`src/rtl/nextpc_pkg.sv`:
```
package nextpc_pkg;

  typedef enum logic [1:0] {
    SRC_SEQ    = 2'd0,
    SRC_BRANCH = 2'd1,
    SRC_JUMP   = 2'd2,
    SRC_TRAP   = 2'd3
  } pc_src_e;

  typedef struct packed {
    logic ld_epc;
    logic ld_cause;
    logic is_ovf;
  } trap_ctl_t;

endpackage

```
`src/rtl/nextpc_sel.sv`:
```
module nextpc_sel
  import nextpc_pkg::*;
#(
  parameter int          XLEN     = 32,
  parameter int          TGT_W    = 26,
  parameter int          WORD_SH  = 2,
  parameter logic [31:0] TRAP_VEC = 32'hC000_0000
) (
  input  logic [XLEN-1:0]  alu_res,
  input  logic [XLEN-1:0]  alu_hold,
  input  logic [TGT_W-1:0] instr_tgt,
  input  logic [XLEN-1:0]  pc_q,
  input  logic [1:0]       sel_src,
  output logic [XLEN-1:0]  next_pc
);

  localparam int REGION_W = XLEN - TGT_W - WORD_SH;
  localparam logic [XLEN-1:0] VEC = XLEN'(TRAP_VEC);

  logic [XLEN-1:0] jump_pc;

  // Region-relative jump: keep the current region, place the scaled field below it.
  generate
    if (REGION_W > 0) begin : g_region
      assign jump_pc = {pc_q[XLEN-1 -: REGION_W], instr_tgt, {WORD_SH{1'b0}}};
    end else begin : g_flat
      assign jump_pc = XLEN'({instr_tgt, {WORD_SH{1'b0}}});
    end
  endgenerate

  always_comb begin
    unique case (pc_src_e'(sel_src))
      SRC_SEQ:    next_pc = alu_res;
      SRC_BRANCH: next_pc = alu_hold;
      SRC_JUMP:   next_pc = jump_pc;
      SRC_TRAP:   next_pc = VEC;
      default:    next_pc = alu_res;
    endcase
  end

endmodule

```
`src/rtl/nextpc_pcreg.sv`:
```
module nextpc_pcreg #(
  parameter int XLEN = 32
) (
  input  logic            clk,
  input  logic            rst_n,
  input  logic [XLEN-1:0] next_pc,
  input  logic            ld_pc,
  input  logic            ld_pc_if_zero,
  input  logic            alu_zero,
  output logic [XLEN-1:0] pc_q
);

  logic            pc_en;
  logic [XLEN-1:0] pc_d;

  always_comb begin
    pc_en = ld_pc | (ld_pc_if_zero & alu_zero);
    pc_d  = pc_en ? next_pc : pc_q;
  end

  always_ff @(posedge clk or negedge rst_n) begin
    if (!rst_n) pc_q <= '0;
    else        pc_q <= pc_d;
  end

endmodule

```
`src/rtl/nextpc_trapreg.sv`:
```
module nextpc_trapreg
  import nextpc_pkg::*;
#(
  parameter int XLEN        = 32,
  parameter int CAUSE_W     = 32,
  parameter int INSTR_BYTES = 4
) (
  input  logic               clk,
  input  logic               rst_n,
  input  logic [XLEN-1:0]    pc_q,
  input  trap_ctl_t          ctl,
  output logic [XLEN-1:0]    epc_q,
  output logic [CAUSE_W-1:0] cause_q
);

  localparam logic [XLEN-1:0] STEP = XLEN'(INSTR_BYTES);

  logic [XLEN-1:0]    epc_d;
  logic [CAUSE_W-1:0] code;
  logic [CAUSE_W-1:0] cause_d;

  generate
    if (CAUSE_W > 1) begin : g_wide
      assign code = {{(CAUSE_W-1){1'b0}}, ctl.is_ovf};
    end else begin : g_bit
      assign code = ctl.is_ovf;
    end
  endgenerate

  always_comb begin
    epc_d   = ctl.ld_epc   ? (pc_q - STEP) : epc_q;
    cause_d = ctl.ld_cause ? code          : cause_q;
  end

  always_ff @(posedge clk or negedge rst_n) begin
    if (!rst_n) begin
      epc_q   <= '0;
      cause_q <= '0;
    end else begin
      epc_q   <= epc_d;
      cause_q <= cause_d;
    end
  end

endmodule

```
`src/rtl/nextpc_excp.sv`:
```
module nextpc_excp
  import nextpc_pkg::*;
#(
  parameter int          XLEN        = 32,
  parameter int          TGT_W       = 26,
  parameter int          WORD_SH     = 2,
  parameter int          CAUSE_W     = 32,
  parameter int          INSTR_BYTES = 4,
  parameter logic [31:0] TRAP_VEC    = 32'hC000_0000
) (
  input  logic               clk,
  input  logic               rst_n,
  input  logic [XLEN-1:0]    alu_res,
  input  logic [XLEN-1:0]    alu_hold,
  input  logic [TGT_W-1:0]   instr_tgt,
  input  logic [1:0]         sel_src,
  input  logic               ld_pc,
  input  logic               ld_pc_if_zero,
  input  logic               alu_zero,
  input  logic               ld_epc,
  input  logic               ld_cause,
  input  logic               cause_is_ovf,
  output logic [XLEN-1:0]    pc_q,
  output logic [XLEN-1:0]    epc_q,
  output logic [CAUSE_W-1:0] cause_q
);

  logic [XLEN-1:0] next_pc;
  trap_ctl_t       tctl;

  assign tctl = '{ld_epc: ld_epc, ld_cause: ld_cause, is_ovf: cause_is_ovf};

  nextpc_sel #(
    .XLEN(XLEN), .TGT_W(TGT_W), .WORD_SH(WORD_SH), .TRAP_VEC(TRAP_VEC)
  ) u_sel (
    .alu_res   (alu_res),
    .alu_hold  (alu_hold),
    .instr_tgt (instr_tgt),
    .pc_q      (pc_q),
    .sel_src   (sel_src),
    .next_pc   (next_pc)
  );

  nextpc_pcreg #(.XLEN(XLEN)) u_pc (
    .clk           (clk),
    .rst_n         (rst_n),
    .next_pc       (next_pc),
    .ld_pc         (ld_pc),
    .ld_pc_if_zero (ld_pc_if_zero),
    .alu_zero      (alu_zero),
    .pc_q          (pc_q)
  );

  nextpc_trapreg #(
    .XLEN(XLEN), .CAUSE_W(CAUSE_W), .INSTR_BYTES(INSTR_BYTES)
  ) u_trap (
    .clk     (clk),
    .rst_n   (rst_n),
    .pc_q    (pc_q),
    .ctl     (tctl),
    .epc_q   (epc_q),
    .cause_q (cause_q)
  );

endmodule

```
`config.mk`:
```
export PLATFORM = sky130hd
export DESIGN_NAME = nextpc_excp
export DESIGN_NICKNAME = d
export VERILOG_FILES = /design/src/rtl/nextpc_pkg.sv /design/src/rtl/nextpc_sel.sv /design/src/rtl/nextpc_pcreg.sv /design/src/rtl/nextpc_trapreg.sv /design/src/rtl/nextpc_excp.sv
export SDC_FILE = /design/constraint.sdc
export NUM_CORES = 1
export LEC_CHECK = 0
export BUFFER_PORTS_ARGS = -buffer_cell sky130_fd_sc_hd__clkbuf_2
export CORE_MARGIN = 1.5
export CORE_UTILIZATION = 41
export DETAILED_ROUTE_END_ITERATION = 12
export PLACE_DENSITY_LB_ADDON = 0.3
export SLEW_MARGIN = 0
export SYNTH_ARGS = -nofsm -noshare
export SYNTH_HDL_FRONTEND = slang
export SYNTH_SLANG_ARGS = --single-unit
export TNS_END_PERCENT = 50
```
`constraint.sdc`:
```
create_clock -name clk -period 1.9 [get_ports clk]
set_clock_uncertainty 0.2 [all_clocks]
set_input_delay 0.57 -clock clk [delete_from_list [all_inputs] [get_ports clk]]
set_output_delay 0.57 -clock clk [all_outputs]
set_load 0.1 [all_outputs]
```
; After elaboration in Yosys (flattened, before gate mapping)
; Index checks and enable logic that the tools add are counted.
[classes]
add_sub_neg = 1
eq_ne = 3
mux = 1
bitwise = 3
n_reduce_logical = 2
[ops]
columns = op, n
row1 = $pmux 32 s4, 1
row2 = $sub 32x3->32 const B, 1
row3 = $eq 2x2->1 const B, 2
row4 = $eq 2x1->1 const B, 1
row5 = $logic_not 2->1, 1
row6 = $reduce_and 2->1, 1
row7 = $and 1x1->1, 1
row8 = $not 1->1, 1
row9 = $or 1x1->1, 1
[totals]
regBits = 65
inputBits = 100
out_inout_bits = 96

; Logic depth before layout (Yosys ltp)
; Gate-level depths: netlist of run 1.
[logic_depth]
depth_word = 3
ltp_mapped = 7

; By module
; From an unflattened synthesis of run 1, not the netlist that was laid out.
[unflattened]
hier_cells = 370
hier_area_um2 = 3926.3
[modules_own_cells]
columns = module, instances, cells_each, area_each_um2, seq_area_each_um2
row1 = nextpc_trapreg, 1, 225, 2006.9, 825.8
row2 = nextpc_pcreg, 1, 68, 1211.2, 800.8
row3 = nextpc_sel, 1, 77, 708.2, 0.0

; Worst setup path after synthesis of run 1
; No wires, ideal clock.
[synth_path]
path_kind = register to register
startpoint = register u_pc.pc_q[2]
endpoint = register u_trap.epc_q[26]
arrival_ns = 2.218
slack_ns = -0.655
stages_incl_launch_ff = 8
path_buffers = 0
period_less_slack_ns = 2.555
path_cell_list = dfrtp_1 > inv_1 > ha_1 > nor3b_2 > nand4_4 > nor4_2 > xnor2_1 > a21oi_1
[synth_between]
elab_chain_len = 1
[synth_rtl]
columns = item, line_no
row1 = from (decl), nextpc_pcreg.sv:10  ; output logic [XLEN-1:0] pc_q
row2 = from (signal assigned), nextpc_pcreg.sv:23  ; else pc_q <= pc_d;
row3 = $sub 32x3->32, nextpc_trapreg.sv:31  ; epc_d = ctl.ld_epc ? (pc_q - STEP) : epc_q;
row4 = to (signal assigned), nextpc_trapreg.sv:40  ; epc_q <= epc_d;
row5 = to (decl), nextpc_trapreg.sv:12  ; output logic [XLEN-1:0] epc_q,
; Every way passes these cells.
; A chain may end at the register's enable or synchronous reset.

; Final worst setup path of run 1
[layout_path]
startpoint = register u_pc.pc_q[3]
endpoint = register u_trap.epc_q[26]
; Same word-level chain as after synthesis.

==> flow_summary.ini, run 1 <==
[synth]
synth_edf_count = 0
synth.distinct_cells = 38
ys_seq_area_share_pct = 43.2
yosysMostFrequentCell = nor2_1
synth_top_area_cell = dfrtp_1
synthFlopType = dfrtp_1
avgSynthCellArea_sq_um = 9.20
syn_inst = 409
postSynthRegisterBits = 65
synth.top_cell.area_share_pct = 43.2
synthTopCellsByCount = nor2_1 (85), a21oi_1 (79), dfrtp_1 (65)
ys_warn_count = 0
async_reset_ff_share_pct = 100
ys_top_cells_by_area = dfrtp_1 (43%), a21oi_1 (11%), mux2i_1 (8.8%)
synth_area_sq_um = 3760

[clock_tree]
tritoncts = done
worstSkewPairLatency_ns = 0.34
clkTransAtPathRegs_ns = 0.07
cts.sinks = 65
cts-buffers-inserted = 9
cts.htree.levels = 3
root_buffer = clkbuf_8
clockBufferDepth = 2

[worst_setup_path]
crit_type = register to register
critPathMaxStageDelay_ns = 0.50
cp.arrival_ns = 2.12
crit_path_end_kind = register
cp_cell_sequence = inv_4 -> ha_4 -> nor3b_4 -> nand4_4 -> nor4_4 -> xnor2_1 -> a21oi_1
critPathLaunchType = register
slowest_stage = dfrtp_4
crit_required_ns = 1.92
crit_path_start = u_pc.pc_q[3]
rrSetupSlack_ns = -0.20
r2r_cells = 7
cp-endpoint = u_trap.epc_q[26]
r2r_end = u_trap.epc_q[26]
crit_fanout = 6
regToRegStartpoint = u_pc.pc_q[3]

[sta]
slew_viol_final = 0
finalCriticalPeriod_ns = 2.10
fmax_mhz = 476
hold_violations = 0
setup_ws_ns = -0.200
rsz0062_at_grt = true
tns_ns = -2.31
period_share_pct = 111
setup_viol_count_final = 31

[layout]
nets = 723
area_growth_pct = 68.9
final_design_area_no_fill_sq_um = 6350
drive_gt1_share_pct = 48.5
fill_cells = 614
antennaDiodeCount = 0

[global_route]
grt_pass1_wl_um = 17700
antenna_found_initial = 0
grt_pass1_vias = 3606
grt.overflow.total = 0
grt_usage_pct = 23.3
grt_max_degree = 49

[run]
maxCapViolations = 0

[power_and_ir_drop]
powerDensity_nw_per_um2 = 977
seqPwrFrac_pct = 29.2
ir_drop_mv = 0.575
leakage_nw = 2.96
intPower_mw = 3.21
p_clk_share_pct = 17.0
power.share.combinational_pct = 53.8
switching_share_pct = 48.3
p_switching_mw = 3.00

[min_path]
hold_path_class = input pin to register
min_delay_path_depth = 2

[drt]
drt-pass1-iter-count = 9
antenna_left = 0
post_drt_wl_per_cell_um = 16.2
via_per_inst = 5.08
wl_um = 11900
num_vias = 3734
drc = 7
drt_iter0_drc = 193

[placed_design]
gp_congestion = 0.919
io_buffers = 164
place.detailed.hpwl_um = 8840
placed_cell_area_sq_um = 5880

[outcome]
run_status = complete, but fails checks
violations = design-rule violations, negative setup slack

[floorplanning]
ios = 196
dieHeight_um = 98.8
rows = 34
die_w_um = 98.8
core-area_sq_um = 8810
start_util_pct = 42.7
die_area_sq_um = 9760
[worst max-delay path: cells and delay by family, from the launching register on]
kind                       cells  cell delay [ns]
xor gates and xnor gates       1             0.18
AOI/OAI and AO/OA              1             0.13
adders and majority gates      1             0.12
buffers and inverters          1             0.07
DFF                            1             0.50
and+or+nand+nor                3             0.77
[cell type report]
class	instances	area (sq um)	area share (%)
Clock buffer	13	159	2.50
Clock inverter	3	15.0	0.236
Inverter	4	20.0	0.315
Multi-Input combinational cell	315	2070	32.6
Sequential cell	65	1680	26.5
Tap cell	108	135	2.13
Timing Repair Buffer	227	2270	35.8
[worst min-delay path by stage]
stage | start | endpoint | slack (ns)
final | cause_is_ovf | u_trap.cause_q[0] | 0.25
after global routing | cause_is_ovf | u_trap.cause_q[0] | 0.26
after CTS | cause_is_ovf | u_trap.cause_q[0] | 0.25
after detailed placement | rst_n | u_trap.epc_q[0] | 0.27
after global placement | rst_n | u_trap.epc_q[0] | 0.26
after floorplan | rst_n | u_pc.pc_q[0] | 0.07
[cells by family after synthesis]
family	count (synthesis)	synth area share [%]
other	1	0.0997
DFF	65	43.2
adders and majority gates	1	0.333
and+or+nand+nor	128	17.6
buffers and inverters	59	9.91
xor gates and xnor gates	26	6.05
muxes	37	9.98
AOI/OAI and AO/OA	92	12.8
[power by group through the flow]
| stage | Sequential, mW | Clock, mW | Combinational [mW] |
|---|---|---|---|
| floorplan | 3.15 | 0 | 0.740 |
| global placement | 1.81 | 0 | 3.21 |
| detailed placement | 1.82 | 0 | 3.25 |
| CTS | 1.81 | 1.06 | 3.28 |
| global route | 1.84 | 1.12 | 3.44 |
| finish | 1.81 | 1.06 | 3.34 |
[per-layer routing]
layer / vias up / routed length, um / track usage (%)
li1: 1775 / - / -
met1: 1765 / 4750 / 28.6
met2: 171 / 6230 / 40.1
met3: 23 / 619 / 5.25
met4: 0 / 282 / 8.79
met5: - / 0 / 0
[cell usage in the layout (no fill, tap or decap), types with 3 or more instances in the layout]
cell,netlist,final
dfrtp_2,0,18
conb_1,1,31
nor2_1,85,84
o31ai_1,4,4
mux2_2,4,4
nor3_2,1,5
clkbuf_2,0,98
o21ai_0,4,4
buf_6,0,17
nor3_4,0,4
a21oi_1,79,79
xnor2_1,20,20
buf_4,31,50
nand2_1,7,6
clkbuf_8,3,11
dfrtp_4,0,9
nor4_4,2,9
clkinv_2,0,3
dfrtp_1,65,38
mux2i_1,33,33
buf_12,0,60
xor2_1,6,5
[state kept, by name (all words and copies together) (netlist names)]
name / flops
u_trap.cause_q: 1
u_trap.epc_q: 32
u_pc.pc_q: 32
[timing repair]
item	4_1_cts	5_1_grt
hold endpoints to repair	10	0
pin swaps	8	19
resized for setup	14	31
hold buffers	1	0
buffers inserted	4	7
setup endpoints to repair	32	40
[stage by stage]
stage	power [mW]	utilization, %	setup slack (ns)	hold slack, ns	cells
6_report	6.21	72.2	-0.200	0.251	735
5_1_grt	6.40	72.2	-0.284	0.262	735
4_1_cts	6.14	69.9	-0.155	0.248	729
3_5_place_dp	5.07	66.8	-0.218	0.271	708
3_3_place_gp	5.02	66.8	-0.0895	0.260	708
2_1_floorplan	3.89	-	-0.264	0.0744	439
Note: power is estimated with default switching activity, not from simulation.
==> run 2: changes to the inputs <==
SETUP_SLACK_MARGIN = 0.3   (was not set)
==> flow_summary.ini, run 2 (synthesis results as in run 1) <==
[worst_setup_path]
crit_path_end_kind = register
r2r_cells = 8
r2r_end = u_trap.epc_q[16]
crit_path_start = u_pc.pc_q[2]
crit_fanout = 7
crit_type = register to register
crit_required_ns = 1.94
cp.arrival_ns = 2.26
cp-endpoint = u_trap.epc_q[16]
rrSetupSlack_ns = -0.32
critPathLaunchType = register
regToRegStartpoint = u_pc.pc_q[2]

[layout]
final_cell_mix = clkbuf_2 (98), nor2_1 (83), a21oi_1 (79), buf_12 (70), buf_4 (61)
final_design_area_no_fill_sq_um = 6880
fill_cells = 530
largestRegisters = u_pc.pc_q: 32 flops, u_trap.epc_q: 32 flops, u_trap.cause_q: 1 flops
layout_commonest_cell = clkbuf_2
final_util_pct = 78.1
drive_gt1_share_pct = 52.5
nets = 759
area_growth_pct = 82.8
antennaDiodeCount = 0

[clock_tree]
cts.htree.levels = 3
tritoncts = done
worstSkewPairLatency_ns = 0.36
clkTransAtPathRegs_ns = 0.08
cts-buffers-inserted = 9
cts.sinks = 65
root_buffer = clkbuf_8
cts-hold-fix-buffers = 0
clockBufferDepth = 2

[drt]
drt_iter0_drc = 343
antenna_left = 0
drc = 5
post_drt_wl_per_cell_um = 19.9
via_per_inst = 5.45
num_vias = 4204
drt-pass1-iter-count = 10
wl_um = 15300

[sta]
hold_violations = 0
setup_ws_ns = -0.318
period_share_pct = 117
fmax_mhz = 451
setup_viol_count_final = 34
slew_viol_final = 0
rsz0062_at_grt = true
tns_ns = -5.55
finalCriticalPeriod_ns = 2.22

[placed_design]
io_buffers = 164
place.detailed.hpwl_um = 8780
preCtsSetupSlack_ns = -0.209
gp_congestion = 0.909
placed_cell_area_sq_um = 5870

[power_and_ir_drop]
totalPowerFinal_mw = 6.73
leakage_nw = 3.23
powerDensity_nw_per_um2 = 979
ir_drop_mv = 0.517

[global_route]
grt.overflow.total = 0
grt_pass1_wl_um = 21300
grt_usage_pct = 28.3
grt_max_degree = 66
antenna_found_initial = 0
grt_pass1_vias = 4094

[outcome]
violations = design-rule violations, negative setup slack
run_status = complete, but fails checks

[floorplanning]
rows = 34
die_area_sq_um = 9760
dieHeight_um = 98.8
core-area_sq_um = 8810
start_util_pct = 42.7
ios = 196
die_w_um = 98.8

[min_path]
hold_path_class = input pin to async pin

[run]
maxCapViolations = 0
run 2: cell types whose count changed in the layout (fill, tap and decap cells not counted), sizes merged:
cell         previous run  this run
dlygate4sd3             1         0
clkinv                  3         2
bufinv                  0         1
buf                   128       165
run 2: layer usage:
metal  global-route usage [%]  routed length (um)
met2                     48.2                7770
met5                        0                   0
met3                     6.38                1280
met1                     33.7                5420
met4                     14.3                 840
run 2: stage by stage:
| step | instances | hold slack [ns] |
|---|---|---|
| after global routing | 771 | 0.0528 |
| after floorplan | 439 | 0.0744 |
| after CTS | 751 | 0.0415 |
| after detailed placement | 706 | 0.301 |
| after global placement | 706 | 0.291 |
| final | 771 | 0.0348 |
run 2: timing repair:
action | 4_1_cts | 5_1_grt
setup buffers | 29 | 20
resized for setup | 80 | 23
pin swaps | 33 | 16
setup endpoints to repair | 92 | 93
run 2: area by class of cell:
cell class	count	area (sq um)	area share [%]
multi-input cells	315	2120	30.8
clock buffers	13	149	2.17
repair buffers	263	2730	39.6
inverters	4	20.0	0.291
well taps	108	135	1.97
flip-flops and latches	65	1690	24.6
clock inverters	3	40.0	0.582
run 2: report_power, final:
part,internal [mW],switching [mW]
logic,1.31,2.37
clock network,0.640,0.554
registers,1.60,0.261
total,3.55,3.18
run 2: worst max-delay path: stages (launching register included):
cell,delay (ns)
dfrtp_4,0.52
inv_4,0.08
ha_4,0.14
nor3b_4,0.32
nand4_4,0.25
buf_4,0.22
buf_4,0.13
xor2_1,0.15
a21oi_1,0.08
run 2: worst min path at each step:
stage	endpoint	cells past startpoint	start
2_1_floorplan	u_pc.pc_q[0]	0	rst_n
3_3_place_gp	u_trap.cause_q[0]	1	u_trap.cause_q[0]
3_5_place_dp	u_trap.cause_q[0]	1	u_trap.cause_q[0]
4_1_cts	u_pc.pc_q[4]	2	rst_n
5_1_grt	u_trap.epc_q[5]	2	rst_n
6_report	u_trap.epc_q[5]	2	rst_n
